<file path="src/rtl/via_pkg.sv">
package via_pkg;
  localparam int DW     = 8;
  localparam int SEL_W  = 4;
  localparam int NREG   = 1 << SEL_W;
  localparam int NFLAG  = 7;
  localparam int FLAG_T1 = 6;
  localparam int FLAG_T2 = 5;

  typedef enum logic [SEL_W-1:0] {
    SEL_PB   = 4'd0,  SEL_PAH  = 4'd1,  SEL_DDRB = 4'd2,  SEL_DDRA = 4'd3,
    SEL_T1CL = 4'd4,  SEL_T1CH = 4'd5,  SEL_T1LL = 4'd6,  SEL_T1LH = 4'd7,
    SEL_T2CL = 4'd8,  SEL_T2CH = 4'd9,  SEL_SHFT = 4'd10, SEL_AUX  = 4'd11,
    SEL_PER  = 4'd12, SEL_FLAG = 4'd13, SEL_ENA  = 4'd14, SEL_PA   = 4'd15
  } via_sel_e;
endpackage

</file>
<file path="src/rtl/via_port.sv">
module via_port #(
  parameter int W = 8
) (
  input  logic         clk,
  input  logic         rst,
  input  logic         wr_dat,
  input  logic         wr_ddr,
  input  logic [W-1:0] wdata,
  input  logic [W-1:0] pin_in,
  output logic [W-1:0] dat_q,
  output logic [W-1:0] ddr_q,
  output logic [W-1:0] rd_val
);
  always_ff @(posedge clk) begin
    if (rst) begin
      dat_q <= '0;
      ddr_q <= '0;
    end else begin
      if (wr_ddr) ddr_q <= wdata;
      if (wr_dat) dat_q <= (dat_q & ~ddr_q) | (wdata & ddr_q);
    end
  end

  assign rd_val = (dat_q & ddr_q) | (pin_in & ~ddr_q);
endmodule

</file>
<file path="src/rtl/via_timer.sv">
module via_timer #(
  parameter int DW     = 8,
  parameter bit RELOAD = 1'b1
) (
  input  logic           clk,
  input  logic           rst,
  input  logic           tick,
  input  logic [DW-1:0]  wdata,
  input  logic           wr_cnt_lo,
  input  logic           wr_cnt_hi,
  input  logic           wr_lat_lo,
  input  logic           wr_lat_hi,
  input  logic           cont,
  output logic [2*DW-1:0] count,
  output logic [2*DW-1:0] latch,
  output logic           running,
  output logic           expire
);
  localparam int CW = 2 * DW;

  logic [DW-1:0] lo_hold;
  logic          restart;
  logic          at_end;

  generate
    if (RELOAD) begin : g_latch
      always_ff @(posedge clk) begin
        if (rst) latch <= '0;
        else begin
          if (wr_lat_lo) latch[DW-1:0]  <= wdata;
          if (wr_lat_hi) latch[CW-1:DW] <= wdata;
        end
      end
      assign restart = wr_lat_hi;
    end else begin : g_nolatch
      logic unused_lat;
      assign unused_lat = wr_lat_lo ^ wr_lat_hi;
      assign latch   = '0;
      assign restart = 1'b0;
    end
  endgenerate

  assign at_end = (count == CW'(0)) || (count == CW'(1));
  assign expire = tick && running && at_end && !wr_cnt_hi && !restart;

  always_ff @(posedge clk) begin
    if (rst) begin
      lo_hold <= '0;
      count   <= '0;
      running <= 1'b0;
    end else begin
      if (wr_cnt_lo) lo_hold <= wdata;
      if (wr_cnt_hi) begin
        count   <= {wdata, lo_hold};
        running <= 1'b1;
      end else if (restart) begin
        count   <= {wdata, latch[DW-1:0]};
        running <= 1'b1;
      end else if (tick && running) begin
        if (at_end) begin
          if (RELOAD && cont) count <= latch;
          else begin
            count   <= '0;
            running <= 1'b0;
          end
        end else begin
          count <= count - CW'(1);
        end
      end
    end
  end
endmodule

</file>
<file path="src/rtl/via_irq.sv">
module via_irq #(
  parameter int NFLAG = 7,
  parameter int NEXT  = 5,
  parameter int T1B   = 6,
  parameter int T2B   = 5
) (
  input  logic             clk,
  input  logic             rst,
  input  logic             wr_flag,
  input  logic             wr_ena,
  input  logic [NFLAG:0]   wdata,
  input  logic [NEXT-1:0]  ext_lvl,
  input  logic             t1_exp,
  input  logic             t2_exp,
  output logic [NFLAG-1:0] flag_q,
  output logic [NFLAG-1:0] ena_q,
  output logic             irq
);
  logic [NEXT-1:0]  ext_prev;
  logic [NFLAG-1:0] hw_chg, hw_val, flag_sw, flag_d, ena_d;

  function automatic logic [NFLAG-1:0] set_clr(input logic [NFLAG-1:0] cur,
                                               input logic [NFLAG:0] d);
    return d[NFLAG] ? (cur | d[NFLAG-1:0]) : (cur & ~d[NFLAG-1:0]);
  endfunction

  always_comb begin
    hw_chg = '0;
    hw_val = '0;
    hw_chg[NEXT-1:0] = ext_lvl ^ ext_prev;
    hw_val[NEXT-1:0] = ext_lvl;
    hw_chg[T1B] = hw_chg[T1B] | t1_exp;
    hw_val[T1B] = hw_val[T1B] | t1_exp;
    hw_chg[T2B] = hw_chg[T2B] | t2_exp;
    hw_val[T2B] = hw_val[T2B] | t2_exp;
    flag_sw = wr_flag ? set_clr(flag_q, wdata) : flag_q;
    flag_d  = (flag_sw & ~hw_chg) | (hw_val & hw_chg);
    ena_d   = wr_ena ? set_clr(ena_q, wdata) : ena_q;
  end

  always_ff @(posedge clk) begin
    if (rst) begin
      ext_prev <= '0;
      flag_q   <= '0;
      ena_q    <= '0;
      irq      <= 1'b0;
    end else begin
      ext_prev <= ext_lvl;
      flag_q   <= flag_d;
      ena_q    <= ena_d;
      irq      <= |(flag_d & ena_d);
    end
  end
endmodule

</file>
<file path="src/rtl/via_core.sv">
module via_core
  import via_pkg::*;
#(
  parameter int NEXT = 5
) (
  input  logic            clk,
  input  logic            rst,
  input  logic            cs,
  input  logic            we,
  input  logic [SEL_W-1:0] sel,
  input  logic [DW-1:0]   wdata,
  output logic [DW-1:0]   rdata,
  input  logic [DW-1:0]   pa_in,
  output logic [DW-1:0]   pa_out,
  output logic [DW-1:0]   pa_oe,
  input  logic [DW-1:0]   pb_in,
  output logic [DW-1:0]   pb_out,
  output logic [DW-1:0]   pb_oe,
  input  logic            tick,
  input  logic [NEXT-1:0] ext_irq,
  output logic            irq
);
  localparam int CW = 2 * DW;
  localparam int NPORT = 2;

  logic [NREG-1:0] wr_hit;
  assign wr_hit = (cs && we) ? (NREG'(1) << sel) : '0;

  // index 0 = port B, index 1 = port A
  logic [DW-1:0] p_pin [NPORT];
  logic [DW-1:0] p_dat [NPORT];
  logic [DW-1:0] p_ddr [NPORT];
  logic [DW-1:0] p_rd  [NPORT];
  logic          p_wd  [NPORT];
  logic          p_wr  [NPORT];

  assign p_pin[0] = pb_in;
  assign p_pin[1] = pa_in;
  assign p_wd[0]  = wr_hit[SEL_PB];
  assign p_wd[1]  = wr_hit[SEL_PA] | wr_hit[SEL_PAH];
  assign p_wr[0]  = wr_hit[SEL_DDRB];
  assign p_wr[1]  = wr_hit[SEL_DDRA];

  generate
    for (genvar i = 0; i < NPORT; i++) begin : g_port
      via_port #(.W(DW)) u_port (
        .clk(clk), .rst(rst), .wr_dat(p_wd[i]), .wr_ddr(p_wr[i]),
        .wdata(wdata), .pin_in(p_pin[i]),
        .dat_q(p_dat[i]), .ddr_q(p_ddr[i]), .rd_val(p_rd[i])
      );
    end
  endgenerate

  assign pb_out = p_dat[0];
  assign pb_oe  = p_ddr[0];
  assign pa_out = p_dat[1];
  assign pa_oe  = p_ddr[1];

  logic [DW-1:0] aux_q, per_q, shft_q;
  logic          cont;

  always_ff @(posedge clk) begin
    if (rst) begin
      aux_q  <= '0;
      per_q  <= '0;
      shft_q <= '0;
    end else begin
      if (wr_hit[SEL_AUX])  aux_q  <= wdata;
      if (wr_hit[SEL_PER])  per_q  <= wdata;
      if (wr_hit[SEL_SHFT]) shft_q <= wdata;
    end
  end

  assign cont = (aux_q[DW-1:DW-2] == 2'b01);

  logic [CW-1:0] t1_count, t1_latch, t2_count, t2_latch;
  logic          t1_run, t1_exp, t2_run, t2_exp;

  via_timer #(.DW(DW), .RELOAD(1'b1)) u_t1 (
    .clk(clk), .rst(rst), .tick(tick), .wdata(wdata),
    .wr_cnt_lo(wr_hit[SEL_T1CL]), .wr_cnt_hi(wr_hit[SEL_T1CH]),
    .wr_lat_lo(wr_hit[SEL_T1LL]), .wr_lat_hi(wr_hit[SEL_T1LH]),
    .cont(cont), .count(t1_count), .latch(t1_latch),
    .running(t1_run), .expire(t1_exp)
  );

  via_timer #(.DW(DW), .RELOAD(1'b0)) u_t2 (
    .clk(clk), .rst(rst), .tick(tick), .wdata(wdata),
    .wr_cnt_lo(wr_hit[SEL_T2CL]), .wr_cnt_hi(wr_hit[SEL_T2CH]),
    .wr_lat_lo(1'b0), .wr_lat_hi(1'b0),
    .cont(1'b0), .count(t2_count), .latch(t2_latch),
    .running(t2_run), .expire(t2_exp)
  );

  logic [NFLAG-1:0] flag_q, ena_q;

  via_irq #(.NFLAG(NFLAG), .NEXT(NEXT), .T1B(FLAG_T1), .T2B(FLAG_T2)) u_irq (
    .clk(clk), .rst(rst),
    .wr_flag(wr_hit[SEL_FLAG]), .wr_ena(wr_hit[SEL_ENA]),
    .wdata(wdata), .ext_lvl(ext_irq),
    .t1_exp(t1_exp), .t2_exp(t2_exp),
    .flag_q(flag_q), .ena_q(ena_q), .irq(irq)
  );

  logic [DW-1:0] rd_mux;
  logic          unused_t2l;
  assign unused_t2l = ^t2_latch;

  always_comb begin
    unique case (via_sel_e'(sel))
      SEL_PB:   rd_mux = p_rd[0];
      SEL_PAH,
      SEL_PA:   rd_mux = p_rd[1];
      SEL_DDRB: rd_mux = p_ddr[0];
      SEL_DDRA: rd_mux = p_ddr[1];
      SEL_T1CL: rd_mux = t1_count[DW-1:0];
      SEL_T1CH: rd_mux = t1_count[CW-1:DW];
      SEL_T1LL: rd_mux = t1_latch[DW-1:0];
      SEL_T1LH: rd_mux = t1_latch[CW-1:DW];
      SEL_T2CL: rd_mux = t2_count[DW-1:0];
      SEL_T2CH: rd_mux = t2_count[CW-1:DW];
      SEL_SHFT: rd_mux = shft_q;
      SEL_AUX:  rd_mux = aux_q;
      SEL_PER:  rd_mux = per_q;
      SEL_FLAG: rd_mux = {|flag_q, flag_q};
      SEL_ENA:  rd_mux = {1'b1, ena_q};
      default:  rd_mux = '0;
    endcase
  end

  always_ff @(posedge clk) begin
    if (rst) rdata <= '0;
    else if (cs && !we) rdata <= rd_mux;
  end
endmodule

</file>
<file path="config.mk">
export PLATFORM = sky130hd
export DESIGN_NAME = via_core
export DESIGN_NICKNAME = d
export VERILOG_FILES = /design/src/rtl/via_pkg.sv /design/src/rtl/via_port.sv /design/src/rtl/via_timer.sv /design/src/rtl/via_irq.sv /design/src/rtl/via_core.sv
export SDC_FILE = /design/constraint.sdc
export NUM_CORES = 1
export LEC_CHECK = 0
export BUFFER_PORTS_ARGS = -buffer_cell sky130_fd_sc_hd__buf_2
export CORE_UTILIZATION = 35
export DETAILED_ROUTE_END_ITERATION = 12
export GPL_ROUTABILITY_DRIVEN = 0
export PLACE_DENSITY_LB_ADDON = 0.15
export SYNTH_ARGS = -nofsm -noshare
export SYNTH_HDL_FRONTEND = slang
export SYNTH_HIERARCHICAL = 1
export SYNTH_SLANG_ARGS = --single-unit
</file>
<file path="constraint.sdc">
create_clock -name clk -period 3.7 [get_ports clk]
set_clock_uncertainty 0.15 [all_clocks]
set_input_delay 0.555 -clock clk [delete_from_list [all_inputs] [get_ports clk]]
set_output_delay 0.555 -clock clk [all_outputs]
set_load 0.03 [all_outputs]
</file>
==> out/qor.yml <==
yosys_warnings: 6
grt_overflow: 0
post-cts-setup-buffer-count: 0
cp_data_required_time_ps: 3900
cts_max_level: 4
core_um2: 23540
clk_pin_slew_ps: 60
cp_max_fo: 7
n_antenna_cell: 0
dp.cells: 1297
rrSetupSlack_ps: 770
mostFrequentLayoutCells: "dfxtp_1, nor2_1, mux2i_1"
power_mw: 3.960
vdd_drop_max_v: 0.0002377
grt_pass1_wl_mm: 44.89
dpl.hpwl_mm: 20.28
slowest_stage: "or4_1"
die_x_um: 157.3
fin_crit_ps: 2932
maxSlewViolCount: 0
netlist_instances: 939
max_freq_ghz: 0.3411
cts_tree: "done"
holdWs_ps: 213.8
post-route-drc-count: 0
synth_area_per_cell_um2: 8.992
drive_above_1_share: 0.2129
layout_commonest_cell: "dfxtp_1"
netlist_area_um2: 8443
rows: 56
crit_arrival_ps: 3130
fillers: 2436
finalNonFillerCells: 1329
path_cells: "or4_1 > nor4b_4 > nand2_1 > nor3_1 > o32ai_2 > o221a_2 > a41oi_2"
setup_tns_ps: 0
slew_headroom: 0.5033
antenna_left: 0
slowest_delay_ps: 650
grt_pass1_vias: 7108
hold_viol: 0
start_util: 0.3586
rsz0062_at_grt: "false"
drv_cap: 0
root_buffer: "clkbuf_16"
critPathCaptureType: "register"
ios: 79
syn_nets: 982
routed_wl_mm: 28.98
worstMarginPinSlew_ps: 739.4
cts_buffers: 17
path_class: "reg2reg"
startpoint_type: "register"
drt_iter0_drc: 750
fp.dieH_um: 157.3
holdBufCountCts: 0
wl_per_cell_um: 21.81
dr_total_vias: 7561
die_area_um2: 24750
clock_sinks: 150
clock_path_buffers: 2
outcome: "completed"
finalSetupViolations: 0
syn2layout_area_growth_pct: 13.89
power_density_nw_per_um2: 411.8
first_pass_iters: 5
fin_crit_sh: 0.7924
insertion_delay_ps: 430
ctsResizeCount: 0
antenna_found_initial: 0
grt_max_degree: 55
placed_cell_area_um2: 9031
min_path_type: "in2reg"
fin_nets: 1040
p_leak_nw: 3.615
grt_util_all_layers: 0.2444
avgViaCountPerCell: 5.689
portBuffers: 78
fin_area_um2: 9615
worst max-delay path: cells and delay by family, from the launching register on:
kind / cells / cell delay [ps]
flops: 1 / 380
simple gates: 4 / 1850
compound gates: 3 / 480
layer usage:
metal  track usage  share of wire  vias to the layer above
li1              -              -                     3598
met1        0.3639           0.49                     3654
met2        0.3542           0.43                      276
met3       0.03937          0.061                       33
met4       0.07675          0.019                        0
met5             0              0                        -
per-stage QoR:
step,worst slack (ps),util
6_report,768.2,0.4084
5_1_grt,584.2,0.4084
4_1_cts,762.3,0.4084
3_5_place_dp,551.0,0.3836
3_3_place_gp,667.3,0.3836
2_1_floorplan,637.7,-
report_power, final:
| part | switching, mW | internal [mW] | total (mW) |
|---|---|---|---|
| Combinational | 0.343 | 0.179 | 0.522 |
| Sequential | 0.0376 | 1.64 | 1.68 |
| Clock | 0.729 | 1.03 | 1.76 |
cell type report:
class | instances | area, um2 | area share
clock buffers | 20 | 456.7 | 0.04750
clock inverters | 12 | 127.6 | 0.01327
inverters | 16 | 60.06 | 0.006246
multi-input cells | 710 | 4996 | 0.5196
flip-flops and latches | 150 | 3003 | 0.3123
well taps | 319 | 399.1 | 0.04151
repair buffers | 102 | 573.1 | 0.05960
final timing paths:
path	start	cells past startpoint	end
setup / recovery	u_t2/count[2]$_SDFFE_PP0P_	7	u_irq/irq$_SDFF_PP0_
hold / removal	ext_irq[0]	2	u_irq/ext_prev[0]$_SDFF_PP0_
setup reg to reg	u_t2/count[2]$_SDFFE_PP0P_	7	u_irq/irq$_SDFF_PP0_
hold reg to reg	u_t2/lo_hold[5]$_SDFFE_PP0P_	2	u_t2/count[5]$_SDFFE_PP0P_
(Power assumes the default switching activity.)
